File: src/rtl/uw_pkg.sv
package uw_pkg;

    localparam int DATA_W = 8;
    localparam int CNT_W  = 4;

    typedef enum logic [2:0] {
        ST_IDLE,
        ST_LO,
        ST_HI,
        ST_WAIT,
        ST_END
    } uw_state_e;

    typedef struct packed {
        logic             wfr;
        logic             rel;
        logic             rd;
        logic [CNT_W-1:0] cnt;
    } uw_cmd_t;

    function automatic logic [CNT_W-1:0] clamp_cnt(input logic [CNT_W-1:0] req);
        return (req > CNT_W'(DATA_W)) ? CNT_W'(DATA_W) : req;
    endfunction

endpackage

File: src/rtl/uw_clkdiv.sv
module uw_clkdiv #(
    parameter int HALF = 250
) (
    input  logic clk,
    input  logic rst_n,
    input  logic clear,
    input  logic run,
    output logic tick
);
    localparam int CW = (HALF < 2) ? 1 : $clog2(HALF);
    localparam logic [CW-1:0] LAST = CW'(HALF - 1);

    logic [CW-1:0] count;

    always_ff @(posedge clk) begin
        if (!rst_n) begin
            count <= '0;
        end else if (clear || !run) begin
            count <= '0;
        end else if (count == LAST) begin
            count <= '0;
        end else begin
            count <= count + 1'b1;
        end
    end

    assign tick = run && (count == LAST);
endmodule

File: src/rtl/uw_fsm.sv
module uw_fsm
    import uw_pkg::*;
(
    input  logic      clk,
    input  logic      rst_n,
    input  logic      start,
    input  logic      start_cnt_zero,
    input  logic      start_wait,
    input  logic      cfg_wait,
    input  logic      tick,
    input  logic      bits_zero,
    input  logic      rdy_rise,
    output uw_state_e state
);
    uw_state_e state_nx;

    always_comb begin
        state_nx = state;
        unique case (state)
            ST_IDLE: begin
                if (start) begin
                    if (!start_cnt_zero) state_nx = ST_LO;
                    else if (start_wait) state_nx = ST_WAIT;
                    else                 state_nx = ST_END;
                end
            end
            ST_LO: begin
                if (tick) state_nx = ST_HI;
            end
            ST_HI: begin
                if (tick) begin
                    if (!bits_zero)    state_nx = ST_LO;
                    else if (cfg_wait) state_nx = ST_WAIT;
                    else               state_nx = ST_END;
                end
            end
            ST_WAIT: begin
                if (rdy_rise) state_nx = ST_END;
            end
            ST_END: state_nx = ST_IDLE;
            default: state_nx = ST_IDLE;
        endcase
    end

    always_ff @(posedge clk) begin
        if (!rst_n) state <= ST_IDLE;
        else        state <= state_nx;
    end
endmodule

File: src/rtl/uw_shifter.sv
module uw_shifter
    import uw_pkg::*;
(
    input  logic              clk,
    input  logic              rst_n,
    input  logic              start,
    input  logic              start_rd,
    input  logic [CNT_W-1:0]  start_cnt,
    input  logic [DATA_W-1:0] load_val,
    input  logic              rise,
    input  logic              fall,
    input  logic              rd,
    input  logic              sd_in,
    output logic [DATA_W-1:0] shreg,
    output logic [CNT_W-1:0]  bits_left,
    output logic              sd_out
);
    always_ff @(posedge clk) begin
        if (!rst_n) begin
            shreg     <= '0;
            bits_left <= '0;
            sd_out    <= 1'b0;
        end else if (start) begin
            bits_left <= start_cnt;
            shreg     <= start_rd ? '0 : load_val;
            sd_out    <= (start_rd || start_cnt == '0) ? 1'b0 : load_val[DATA_W-1];
        end else if (rise) begin
            bits_left <= bits_left - 1'b1;
            if (rd) shreg <= {shreg[DATA_W-2:0], sd_in};
        end else if (fall && bits_left != '0 && !rd) begin
            shreg  <= {shreg[DATA_W-2:0], 1'b0};
            sd_out <= shreg[DATA_W-2];
        end
    end
endmodule

File: src/rtl/uw_shift_engine.sv
module uw_shift_engine
    import uw_pkg::*;
#(
    parameter int SYS_CLK_HZ = 250_000_000,
    parameter int SCLK_HZ    = 500_000
) (
    input  logic       clk,
    input  logic       rst_n,
    input  logic       data_wr_en,
    input  logic [7:0] data_wr_val,
    input  logic       ctrl_wr_en,
    input  logic [7:0] ctrl_wr_val,
    output logic [7:0] data_q,
    output logic [7:0] ctrl_q,
    output logic       sck,
    output logic       sd_out,
    output logic       sd_oe,
    input  logic       sd_in,
    output logic       irq
);
    localparam int HALF_RAW = SYS_CLK_HZ / (2 * SCLK_HZ);
    localparam int HALF     = (HALF_RAW < 1) ? 1 : HALF_RAW;

    uw_state_e         state;
    uw_cmd_t           cfg;
    logic              tick;
    logic              start;
    logic              busy;
    logic              rdy_rise;
    logic              sd_in_d;
    logic              rise_ev;
    logic              fall_ev;
    logic [CNT_W-1:0]  cnt_req;
    logic [CNT_W-1:0]  bits_left;
    logic [DATA_W-1:0] shreg;

    assign cnt_req  = clamp_cnt(ctrl_wr_val[3:0]);
    assign busy     = (state != ST_IDLE);
    assign start    = ctrl_wr_en && !busy;
    assign rdy_rise = sd_in && !sd_in_d;
    assign rise_ev  = (state == ST_LO) && tick;
    assign fall_ev  = (state == ST_HI) && tick;
    assign ctrl_q   = {busy, cfg.wfr, cfg.rel, cfg.rd, cfg.cnt};

    uw_clkdiv #(.HALF(HALF)) u_div (
        .clk   (clk),
        .rst_n (rst_n),
        .clear (start),
        .run   (state == ST_LO || state == ST_HI),
        .tick  (tick)
    );

    uw_fsm u_fsm (
        .clk            (clk),
        .rst_n          (rst_n),
        .start          (start),
        .start_cnt_zero (cnt_req == '0),
        .start_wait     (ctrl_wr_val[6] && ctrl_wr_val[5]),
        .cfg_wait       (cfg.wfr && cfg.rel),
        .tick           (tick),
        .bits_zero      (bits_left == '0),
        .rdy_rise       (rdy_rise),
        .state          (state)
    );

    uw_shifter u_shift (
        .clk       (clk),
        .rst_n     (rst_n),
        .start     (start),
        .start_rd  (ctrl_wr_val[4]),
        .start_cnt (cnt_req),
        .load_val  (data_q),
        .rise      (rise_ev),
        .fall      (fall_ev),
        .rd        (cfg.rd),
        .sd_in     (sd_in),
        .shreg     (shreg),
        .bits_left (bits_left),
        .sd_out    (sd_out)
    );

    // Output and register process
    always_ff @(posedge clk) begin
        if (!rst_n) begin
            cfg     <= '0;
            data_q  <= '0;
            sck     <= 1'b0;
            sd_oe   <= 1'b1;
            irq     <= 1'b0;
            sd_in_d <= 1'b0;
        end else begin
            sd_in_d <= sd_in;
            irq     <= (state == ST_END);
            if (data_wr_en && !busy) data_q <= data_wr_val;
            if (start) begin
                cfg.cnt <= cnt_req;
                cfg.rd  <= ctrl_wr_val[4];
                cfg.rel <= ctrl_wr_val[5];
                cfg.wfr <= ctrl_wr_val[6];
                sd_oe   <= (cnt_req == '0) ? !ctrl_wr_val[5] : !ctrl_wr_val[4];
            end
            if (rise_ev) begin
                sck <= 1'b1;
                if (bits_left == CNT_W'(1)) sd_oe <= !cfg.rel;
            end
            if (fall_ev) sck <= 1'b0;
            if (state == ST_END && cfg.rd && cfg.cnt != '0) data_q <= shreg;
        end
    end
endmodule

File: config.mk
export PLATFORM = sky130hd
export DESIGN_NAME = uw_shift_engine
export DESIGN_NICKNAME = d
export VERILOG_FILES = /design/src/rtl/uw_pkg.sv /design/src/rtl/uw_clkdiv.sv /design/src/rtl/uw_fsm.sv /design/src/rtl/uw_shifter.sv /design/src/rtl/uw_shift_engine.sv
export SDC_FILE = /design/constraint.sdc
export NUM_CORES = 1
export LEC_CHECK = 0
export BUFFER_PORTS_ARGS = -buffer_cell sky130_fd_sc_hd__clkbuf_2
export CAP_MARGIN = 20
export CELL_PAD_IN_SITES_DETAIL_PLACEMENT = 1
export CELL_PAD_IN_SITES_GLOBAL_PLACEMENT = 1
export CORE_MARGIN = 2
export CORE_UTILIZATION = 38
export CTS_CLUSTER_DIAMETER = 50
export CTS_CLUSTER_SIZE = 16
export DETAILED_ROUTE_END_ITERATION = 6
export PLACE_DENSITY_LB_ADDON = 0.1
export SLEW_MARGIN = 20
export SYNTH_ARGS = -nofsm -noshare
export SYNTH_HDL_FRONTEND = slang
export SYNTH_HIERARCHICAL = 1
export SYNTH_SLANG_ARGS = --single-unit
export TNS_END_PERCENT = 5
File: constraint.sdc
create_clock -name clk -period 2.5 [get_ports clk]
set_input_delay 0.5 -clock clk [delete_from_list [all_inputs] [get_ports clk]]
set_output_delay 0.5 -clock clk [all_outputs]
set_load 0.005 [all_outputs]
# Yosys cells after proc, flatten, opt, wreduce, memory -nomap -nowiden
# Index checks and enable logic that the tools add are counted.
dict set report word_totals {
  regBits 43
  input_bits 21
  out_inout_bits 20
  word_cells 94
}
dict set report classes {
  addsub 2
  magnitude_cmp 1
  n_eq_ne 12
  mux 27
  n_bitwise 1
  n_reduce_logical 37
}
# op count
set ops {}
lappend ops {{8-bit 2-to-1 mux} 7}
lappend ops {{3-bit 2-to-1 mux} 8}
lappend ops {{1-bit logical AND} 12}
lappend ops {{4-bit 2-to-1 mux} 3}
lappend ops {{3-bit case mux with 4 select lines} 1}
lappend ops {{8-bit by 1-bit adder with 8-bit output (second input constant)} 1}
lappend ops {{8-bit == test (second input constant)} 1}
lappend ops {{4-bit zero test} 2}
lappend ops {{1-bit 2-to-1 mux} 8}
lappend ops {{2-bit != test (second input constant)} 4}
lappend ops {{4-bit nonzero test} 2}
lappend ops {{1-bit zero test} 7}
lappend ops {{3-bit by 2-bit == test with 1-bit output (second input constant)} 2}
lappend ops {{2-bit nonzero test} 3}
lappend ops {{3-bit nonzero test} 2}
lappend ops {{4-bit by 1-bit == test with 1-bit output (second input constant)} 1}
lappend ops {{4-bit > comparator (second input constant)} 1}
lappend ops {{2-bit AND reduction} 2}
lappend ops {{4-bit AND reduction} 1}
lappend ops {{4-bit by 1-bit subtractor with 4-bit output (second input constant)} 1}
lappend ops {{3-bit by 1-bit == test with 1-bit output (second input constant)} 1}
lappend ops {{3-bit == test (second input constant)} 1}
lappend ops {{3-bit zero test} 1}
lappend ops {{1-bit logical OR} 3}
lappend ops {{5 further kinds} 5}

# Longest topological paths before layout
# Gate-level depths: netlist of run 1.
dict set report logic_depth {
  word_depth 9
  ltp_mapped 12
}

# Hierarchy
# The synthesis of run 1 kept the hierarchy.
# mod instances cells_per_inst area_per_inst_um2 seq_area_each_um2
set by_module_without_submodules {}
lappend by_module_without_submodules {uw_shift_engine 1 98 940.9 380.4}
lappend by_module_without_submodules {uw_shifter 1 74 686.9 260.2}
lappend by_module_without_submodules {uw_clkdiv 1 42 366.6 160.2}
lappend by_module_without_submodules {uw_fsm 1 25 244.0 60.1}

# Worst setup path after synthesis of run 1
# OpenSTA, ideal clock, no wires.
dict set report synth_timing {
  kind {flip-flop to flip-flop}
  from {register u_div.count[1]}
  to {register u_shift.shreg[2]}
  t_arrival_ns 2.201
  required_ns 2.384
  slack_ns 0.183
  stages_incl_launch_ff 13
  n_path_buf 2
  cell_sequence {dfxtp_1 inv_1 ha_1 nand3b_1 nor2_1 and3_1 and4bb_2 buf_6 or3b_4 o21ai_4 buf_6 nand2_1 o211a_1}
}
dict set report synth_via {
  word_cells_on_any_way 11
  cone_classes {2 x eq/ne; 2 x mux; 7 x reduce/logical}
}
# item line_no
set synth_rtl {}
lappend synth_rtl {{start: declaration} uw_clkdiv.sv:13} ;# logic [CW-1:0] count;
lappend synth_rtl {{start signal: assignment} uw_clkdiv.sv:23} ;# count <= count + 1'b1;
lappend synth_rtl {{8-bit == test *} uw_clkdiv.sv:27} ;# assign tick = run && (count == LAST);
lappend synth_rtl {{1-bit logical AND *} uw_clkdiv.sv:27}
lappend synth_rtl {{via tick} uw_shift_engine.sv:26} ;# logic tick;
lappend synth_rtl {{1-bit logical AND *} uw_shift_engine.sv:41} ;# assign rise_ev = (state == ST_LO) && tick;
lappend synth_rtl {{via rise_ev} uw_shift_engine.sv:31} ;# logic rise_ev;
lappend synth_rtl {{3-bit by 2-bit != test with 1-bit output (no line), or another cell as far along} -}
lappend synth_rtl {{2-bit AND reduction (no line) / 8-bit 2-to-1 mux (equally long branches)} -}
lappend synth_rtl {{end signal: assignment} uw_shifter.sv:25} ;# shreg <= start_rd ? '0 : load_val;
lappend synth_rtl {{end signal: assignment} uw_shifter.sv:29} ;# if (rd) shreg <= {shreg[DATA_W-2:0], sd_in};
lappend synth_rtl {{end signal: assignment} uw_shifter.sv:31} ;# shreg <= {shreg[DATA_W-2:0], 1'b0};
lappend synth_rtl {{end: declaration} uw_shifter.sv:14} ;# output logic [DATA_W-1:0] shreg,
# Mark *: on every way through the listed nets, which the timed path passes. The rest lies on a longest branch.
# A chain may end at the register's enable or synchronous reset.

# Final worst setup path of run 1
# Ends and elaborated chain as after synthesis.

==> impl_metrics.json, run 1 <==
{
  "ys.flop_type": "dfxtp_1",
  "synthMostInstantiatedCell": "dfxtp_1",
  "period_needed_ns": 2.39,
  "hold_viol": 0,
  "synth_top_cell_area_share_pct": 38.5,
  "outcome": "finished, final reports clean",
  "gp_congestion": 0.748,
  "clk_latency_ns": 0.30,
  "synth_nets": 263,
  "ys_seq_elements": 43,
  "post-route-period-util_pct": 95.7,
  "numPlacedInstances": 357,
  "r2r_end": "u_shift/shreg[2]",
  "netlist_area_sq_mm": 0.00224,
  "die_area_sq_mm": 0.00652,
  "yosys_warnings": 6,
  "hold_path.class": "in -> reg",
  "yosys.area.top_type": "dfxtp_1",
  "fin_util_pct": 49.4,
  "synth_cell_type_count": 60,
  "max_slew.worst_pin.slew_ns": 0.555,
  "drive_gt1_share_pct": 30.1,
  "start_util_pct": 39.9,
  "totalWireLength_mm": 5.67,
  "clockBufferDepth": 2,
  "crit_required_ns": 2.69,
  "clock_sinks": 43,
  "via_count": 1964,
  "timing.critical_path.cells": "inv_1 -> ha_1 -> nand3b_1 -> nor2_1 -> and3_1 -> buf_4 -> and4bb_2 -> or3b_4 -> o21ai_4 -> buf_6 -> nand2_1 -> o211a_1",
  "numCtsBuffers": 5,
  "rrSetupSlack_ns": 0.11,
  "grt_pass1_vias": 1934,
  "routedWlPerCell_um": 15.4,
  "num_antenna_cells": 0,
  "final.setup.tns_ns": 0,
  "grt_max_degree": 15,
  "rr_worst_depth": 12,
  "synth_edf_count": 0,
  "vias_per_cell": 5.34,
  "clk_pin_slew_ns": 0.09,
  "root_buffer": "clkbuf_8",
  "timing.rr.start": "u_div/count[1]",
  "antenna_left": 0,
  "synthArstFlopShare_pct": 0,
  "dp_slack_ns": 0.0638,
  "num-nets-final": 319,
  "cts_tree": "yes",
  "htree_levels": 2,
  "fin_skew_ns": 0.0113,
  "num_rows": 27,
  "crit_arrival_ns": 2.58,
  "max_clock_freq_mhz": 418,
  "place_hpwl_mm": 4.19,
  "dieWidth_um": 80.8,
  "cp_max_fo": 6,
  "synth.top_cells.by_count": "dfxtp_1 (43), nand2_1 (18), nor2_1 (17)",
  "io_pins": 41,
  "synth_area_leaders": "dfxtp_1 (38%), o211a_1 (4.9%), mux2i_1 (4.5%)",
  "synthCells": 239,
  "powerDensity_mw_per_mm2": 607,
  "first_iter_violations": 80,
  "grt_util_all_layers_pct": 18.8,
  "seqCellArea_sq_um": 862,
  "layout.cells.non_filler": 368,
  "grt_pass1_wl_mm": 9.53,
  "hold_depth": 3,
  "areaGrowthSynthToFinish_pct": 23.8,
  "firstDrtPassIters": 4,
  "crit_path_start_kind": "register",
  "slowest_delay_ns": 0.40,
  "min_to": "ctrl_q[6]",
  "io_buffers": 39,
  "postSynthAreaPerCell_sq_um": 9.37,
  "critPathKind": "reg -> reg",
  "setup_viol": 0,
  "fill_cells": 684,
  "core_area_sq_mm": 0.00561,
  "maxCapViolations": 0,
  "antenna_found_initial": 0,
  "relSlewSlack_pct": 62.8,
  "hold_path_startpoint": "ctrl_wr_val[6]",
  "grt_overflow_total": 0,
  "slowest_stage": "or3b_4",
  "finalPower_mw": 1.68,
  "p_leak_nw": 1.25,
  "vdd_drop_max_mv": 0.312,
  "chipHeight_um": 80.8,
  "multi_input_area_sq_mm": 0.00125,
  "timing.final.ws_setup_ns": 0.108,
  "cts_hold_buf": 0,
  "slew_violations": 0,
  "cp-end-kind": "register",
  "drc": 0,
  "ys_seq_area_share_pct": 38.5
}
-- area by class of cell --
cell class                 count  share of cell area, %
multi-input combinational    167                   45.0
timing repair buffer          62                   13.7
clock buffer                   6                   2.62
clock inverter                 2                   2.17
tap                           72                   3.25
sequential                    43                   31.1
inverter                      16                   2.17
-- routing by layer --
layer  track usage (%)  up-vias  routed length [um]
li1                  -      981                   -
met1              25.0      938                2780
met2              30.6       36                2600
met3              3.56        9                 188
met4              6.78        0                  95
met5                 0        -                   0
-- where the power goes --
part / switching (mW) / internal [mW]
registers: 0.0351 / 0.724
clock network: 0.249 / 0.400
logic: 0.143 / 0.131
-- metrics by stage --
| step | area, sq um | hold WS, ns |
|---|---|---|
| after global routing | 2770 | 0.457 |
| after global placement | 2590 | 0.465 |
| after CTS | 2720 | 0.448 |
| after detailed placement | 2590 | 0.482 |
| final | 2770 | 0.445 |
| after floorplan | 2240 | 0.445 |
-- critical path: cells and delay by family (launching register included) --
kind            cells  cell delay (ns)
buf+inv             3             0.35
flops               1             0.33
fa+ha+maj           1             0.16
simple gates        6             1.05
compound gates      2             0.39
-- layout by cell type (no fill, tap or decap), drive strengths merged, types with 8 or more instances in the layout --
cell type	synthesis	routed
nor2	17	17
nand2	18	18
clkbuf	5	45
mux2i	11	11
a221o	8	8
nor2b	8	8
inv	15	15
nor3	11	11
o211a	11	11
dfxtp	43	43
buf	8	23
-- kinds of logic after synthesis --
group,Yosys count,share of synthesized area [%]
XOR/XNOR,7,2.74
AND/OR/NAND/NOR,92,24.3
buffers and inverters,29,6.76
multiplexers,13,6.09
AO/OA/AOI/OAI,52,20.0
flip-flops,43,38.5
adder cells (fa/ha/maj),3,1.68
-- worst max-delay path by stage --
stage | start | end | slack [ns] | cells after the start
after global placement | u_div/count[1] | u_shift/shreg[2] | 0.11 | 11
after detailed placement | u_div/count[0] | u_shift/shreg[1] | 0.06 | 10
after floorplan | u_div/count[1] | u_shift/shreg[2] | 0.18 | 12
final | u_div/count[1] | u_shift/shreg[2] | 0.11 | 12
after global routing | u_div/count[1] | u_shift/shreg[6] | -0.002 | 12
after CTS | u_div/count[0] | u_shift/shreg[2] | 0.03 | 10
-- repair_timing --
action | in CTS | in global routing
gates resized for setup | 0 | 6
buffers inserted | 0 | 3
setup endpoints to repair | 0 | 10
-- registers in the layout, summed over array words and instances, names as in the netlist --
name and count:
data_q 8, u_shift/shreg 8, sd_in_d 1, sck 1
u_div/count 8, ctrl_q 7, u_shift/bits_left 4, u_fsm/state 3
u_shift/sd_out 1, sd_oe 1, irq 1
Note: power is estimated with default switching activity, not from simulation.
==> inputs of run 2 (changes only) <==
Settings changed: CORE_UTILIZATION 38 to 45.
Clock period 2.5 ns to 2.98 ns, I/O delays scaled along.
==> run 2 against run 1 <==
  * Power fell by 28%
  * Maximum frequency shrank 11%
  * Worst hold slack gained 0.038 ns
  * Critical path type unchanged
  * Critical endpoint is now u_shift/shreg[0]
==> impl_metrics.json, run 2 (synthesis results as in run 1) <==
{
  "vias_per_cell": 5.45,
  "switching_share_pct": 28.7,
  "period_needed_ns": 2.70,
  "cp_max_fo": 16,
  "grt_pass1_wl_mm": 9.05,
  "cts_hold_buf": 0,
  "crit_required_ns": 3.18,
  "multi_input_area_sq_mm": 0.00123,
  "max_clock_freq_mhz": 371,
  "intPower_mw": 0.866,
  "rsz0062_at_grt": "no",
  "core_area_sq_mm": 0.00475,
  "chipHeight_um": 74.5,
  "io_buffers": 39,
  "reg_top3": "data_q x8, u_div/count x8, u_shift/shreg x8",
  "relSlewSlack_pct": 57.4,
  "grt_pass1_vias": 1901,
  "final_common_cell": "dfxtp_1",
  "place_hpwl_mm": 3.93,
  "antenna_found_initial": 0,
  "seqCellArea_sq_um": 861,
  "p_clk_share_pct": 30.4,
  "final.setup.tns_ns": 0,
  "dieWidth_um": 74.5,
  "max_slew.worst_pin.slew_ns": 0.633,
  "clock_sinks": 43,
  "crit_buf_inv": 0,
  "p_seq_share_pct": 52.5,
  "cts_tree": "yes",
  "clk_pin_slew_ns": 0.08,
  "cts_setup_buffers": 0,
  "start_util_pct": 47.1,
  "slowest_stage": "or3b_4",
  "final_cell_mix": "dfxtp_1 (43), clkbuf_2 (39), nand2_1 (18), nor2_1 (17), inv_1 (14)",
  "slew_violations": 0,
  "grt_max_degree": 21,
  "gp_congestion": 0.735,
  "cts_resized": 0,
  "p_comb_share_pct": 17.1,
  "htree_levels": 2,
  "outcome": "finished, final reports clean",
  "grt_overflow_total": 0,
  "post-route-period-util_pct": 90.6,
  "root_buffer": "clkbuf_8",
  "via_count": 1879,
  "hold_viol": 0,
  "fin_skew_ns": 0.00602,
  "crit_arrival_ns": 2.89,
  "io_pins": 41,
  "drc": 0,
  "areaGrowthSynthToFinish_pct": 14.1,
  "clk_latency_ns": 0.30,
  "critPathTopFamily": "simple AND/OR/NAND/NOR gates",
  "vdd_drop_max_mv": 0.303,
  "p_leak_nw": 1.13,
  "critPathKind": "reg -> reg",
  "maxCapViolations": 0,
  "routedWlPerCell_um": 15.5,
  "drive_gt1_share_pct": 24.8,
  "numCtsBuffers": 5,
  "num_rows": 25,
  "timing.final.ws_setup_ns": 0.281,
  "slowest_delay_ns": 0.44,
  "fill_cells": 580,
  "powerDensity_mw_per_mm2": 475,
  "num_antenna_cells": 0,
  "hold_path.class": "reg -> reg",
  "grt_util_all_layers_pct": 21.1,
  "firstDrtPassIters": 4,
  "first_iter_violations": 94,
  "antenna_left": 0,
  "clockBufferDepth": 2,
  "final_cell_area_sq_mm": 0.00255,
  "setup_viol": 0,
  "place_area_sq_mm": 0.00247,
  "timing.critical_path.cells": "ha_1 -> nand3b_1 -> nor2_1 -> and3_1 -> nor4bb_1 -> or3b_4 -> o21ai_4 -> o211ai_1 -> o211a_1",
  "die_area_sq_mm": 0.00555,
  "crit_path_start_kind": "register",
  "dp_slack_ns": 0.308,
  "totalWireLength_mm": 5.36,
  "p_sw_mw": 0.348,
  "num-nets-final": 301,
  "cp-end-kind": "register"
}
run 2: power groups by stage:
stage | sequential, mW | clock (mW) | combinational [mW]
floorplan | 0.647 | 0 | 0.147
global placement | 0.650 | 0 | 0.203
detailed placement | 0.651 | 0 | 0.209
CTS | 0.638 | 0.385 | 0.210
global route | 0.643 | 0.402 | 0.235
finish | 0.637 | 0.368 | 0.208
run 2: path summary, 6_finish.rpt:
path         slack, ns           start  cells past startpoint                to
max               0.28  u_div/count[0]                      9  u_shift/shreg[0]
min               0.48  u_div/count[0]                      1    u_div/count[0]
min reg2reg       0.48  u_div/count[0]                      1    u_div/count[0]
max reg2reg       0.28  u_div/count[0]                      9  u_shift/shreg[0]
run 2: area by class of cell:
type	instances	share of cell area [%]
clock inverter	2	0.490
inverter	16	2.35
timing repair buffer	44	9.11
sequential	43	33.7
multi-input combinational	167	48.2
clock buffer	6	2.84
tap	67	3.28
run 2: through the flow:
stage	hold slack [ns]	instances	total power, mW	util [%]
final	0.483	345	1.21	53.7
after CTS	0.491	345	1.23	53.7
after global routing	0.520	345	1.28	53.7
after global placement	0.467	337	0.853	51.9
after floorplan	0.445	239	0.794	-
after detailed placement	0.472	337	0.860	51.9
run 2: worst reg2reg max path: stages (launching register included):
cell and delay [ns]:
dfxtp_1 0.40, ha_1 0.17, nand3b_1 0.12, nor2_1 0.11, and3_1 0.31, nor4bb_1 0.37
or3b_4 0.44, o21ai_4 0.37, o211ai_1 0.16, o211a_1 0.15
run 2: layer usage:
metal | global-route usage, % | vias up | routed length (um)
met5 | 0 | - | 0
met4 | 4.76 | 0 | 29
met3 | 4.07 | 4 | 152
met2 | 36.7 | 27 | 2700
met1 | 27.3 | 909 | 2480
li1 | - | 939 | -
==> inputs of run 3 (changes only) <==
==> constraint.sdc (replaced) <==
create_clock -name clk -period 2.98 [get_ports clk]
set_input_delay 0.447 -clock clk [delete_from_list [all_inputs] [get_ports clk]]
set_output_delay 0.447 -clock clk [all_outputs]
set_load 0.005 [all_outputs]
==> run 3 against run 2 <==
  * Worst hold slack worse by 0.075 ns
  * Cell count stayed put
  * Die area stayed put
  * Combinational power hardly changed
  * Highest routed layer unchanged
  * Worst setup slack better by 0.014 ns
==> impl_metrics.json, run 3 (synthesis results as in run 1) <==
{
  "outcome": "finished, final reports clean",
  "totalWireLength_mm": 5.35,
  "cp-end-kind": "register",
  "firstDrtPassIters": 4,
  "gp_congestion": 0.721,
  "dieWidth_um": 74.5,
  "final_common_cell": "dfxtp_1",
  "final_cell_mix": "dfxtp_1 (43), clkbuf_2 (39), nand2_1 (18), nor2_1 (17), inv_1 (14)",
  "num_antenna_cells": 0,
  "max_slew.worst_pin.slew_ns": 0.647,
  "io_buffers": 39,
  "num-nets-final": 301,
  "crit_path_start_kind": "register",
  "crit_buf_inv": 0,
  "cts_tree": "yes",
  "antenna_found_initial": 0,
  "die_area_sq_mm": 0.00555,
  "slew_violations": 0,
  "numCtsBuffers": 5,
  "cts_resized": 0,
  "slowest_stage": "or3b_4",
  "areaGrowthSynthToFinish_pct": 14.1,
  "vdd_drop_max_mv": 0.292,
  "crit_required_ns": 3.17,
  "timing.final.ws_setup_ns": 0.296,
  "post-route-period-util_pct": 90.1,
  "cp_max_fo": 16,
  "fill_cells": 579,
  "start_util_pct": 47.1,
  "reg_top3": "data_q x8, u_div/count x8, u_shift/shreg x8",
  "setup_viol": 0,
  "powerDensity_mw_per_mm2": 474,
  "grt_overflow_total": 0,
  "relSlewSlack_pct": 56.5,
  "cts_setup_buffers": 0,
  "grt_max_degree": 23,
  "critPathTopFamily": "simple AND/OR/NAND/NOR gates",
  "grt_pass1_vias": 1821,
  "drive_gt1_share_pct": 24.8,
  "io_pins": 41,
  "vias_per_cell": 5.48,
  "rsz0062_at_grt": "no",
  "antenna_left": 0,
  "htree_levels": 2,
  "p_leak_nw": 1.13,
  "fin_skew_ns": 0.00453,
  "clock_sinks": 43,
  "final.setup.tns_ns": 0,
  "hold_path.class": "in -> reg",
  "drc": 0,
  "critPathKind": "reg -> reg",
  "period_needed_ns": 2.68,
  "clockBufferDepth": 2,
  "cts_hold_buf": 0,
  "routedWlPerCell_um": 15.5,
  "core_area_sq_mm": 0.00475,
  "timing.critical_path.cells": "ha_1 -> nand3b_1 -> nor2_1 -> and3_1 -> nor4bb_1 -> or3b_4 -> o21ai_4 -> o211ai_1 -> o211a_1",
  "clk_latency_ns": 0.29,
  "maxCapViolations": 0,
  "chipHeight_um": 74.5,
  "place_hpwl_mm": 3.98,
  "clk_pin_slew_ns": 0.08,
  "max_clock_freq_mhz": 373,
  "num_rows": 25,
  "grt_pass1_wl_mm": 8.86,
  "root_buffer": "clkbuf_8",
  "via_count": 1891,
  "slowest_delay_ns": 0.44,
  "hold_viol": 0,
  "grt_util_all_layers_pct": 20.6,
  "crit_arrival_ns": 2.87,
  "dp_slack_ns": 0.312,
  "first_iter_violations": 82
}
==> run 3: cell counts in the layout (fill, tap and decap cells not counted) <==
Identical to the previous run, type by type.
==> run 3: cell type report <==
cell class | instances | area, sq um | share of cell area [%]
repair buffers | 44 | 233 | 9.11
inverters | 16 | 60.1 | 2.35
well taps | 67 | 83.8 | 3.28
clock buffers | 6 | 72.6 | 2.84
clock inverters | 2 | 12.5 | 0.490
flip-flops and latches | 43 | 861 | 33.7
multi-input cells | 167 | 1230 | 48.2
==> run 3: final timing paths <==
path | to | slack, ns | cells after the start | from
max | u_shift/shreg[0] | 0.30 | 9 | u_div/count[0]
min | ctrl_q[6] | 0.41 | 3 | ctrl_wr_val[6]
max reg2reg | u_shift/shreg[0] | 0.30 | 9 | u_div/count[0]
min reg2reg | u_div/count[0] | 0.49 | 1 | u_div/count[0]
==> run 3: stage by stage <==
step | area [sq um] | util [%] | hold slack, ns | instances | power (mW)
after global routing | 2550 | 53.7 | 0.402 | 345 | 1.28
after global placement | 2470 | 51.9 | 0.466 | 337 | 0.853
after CTS | 2550 | 53.7 | 0.407 | 345 | 1.22
after detailed placement | 2470 | 51.9 | 0.481 | 337 | 0.861
after floorplan | 2240 | - | 0.445 | 239 | 0.794
final | 2550 | 53.7 | 0.408 | 345 | 1.21
==> run 3: tightest hold or removal path: stages <==
cell and delay (ns):
clkbuf_2 0.08, mux2i_1 0.06, nor2_1 0.07
==> run 3: metal layers <==
layer	global-route usage, %	part of all wire (%)
met4	4.76	0.75
met3	2.85	2.7
met2	35.7	49
met5	0	0
met1	27.2	47
==> run 3: report_power, final <==
| part | switching [mW] | internal [mW] |
|---|---|---|
| Combinational | 0.113 | 0.0954 |
| Clock | 0.202 | 0.164 |
| Sequential | 0.0298 | 0.608 |
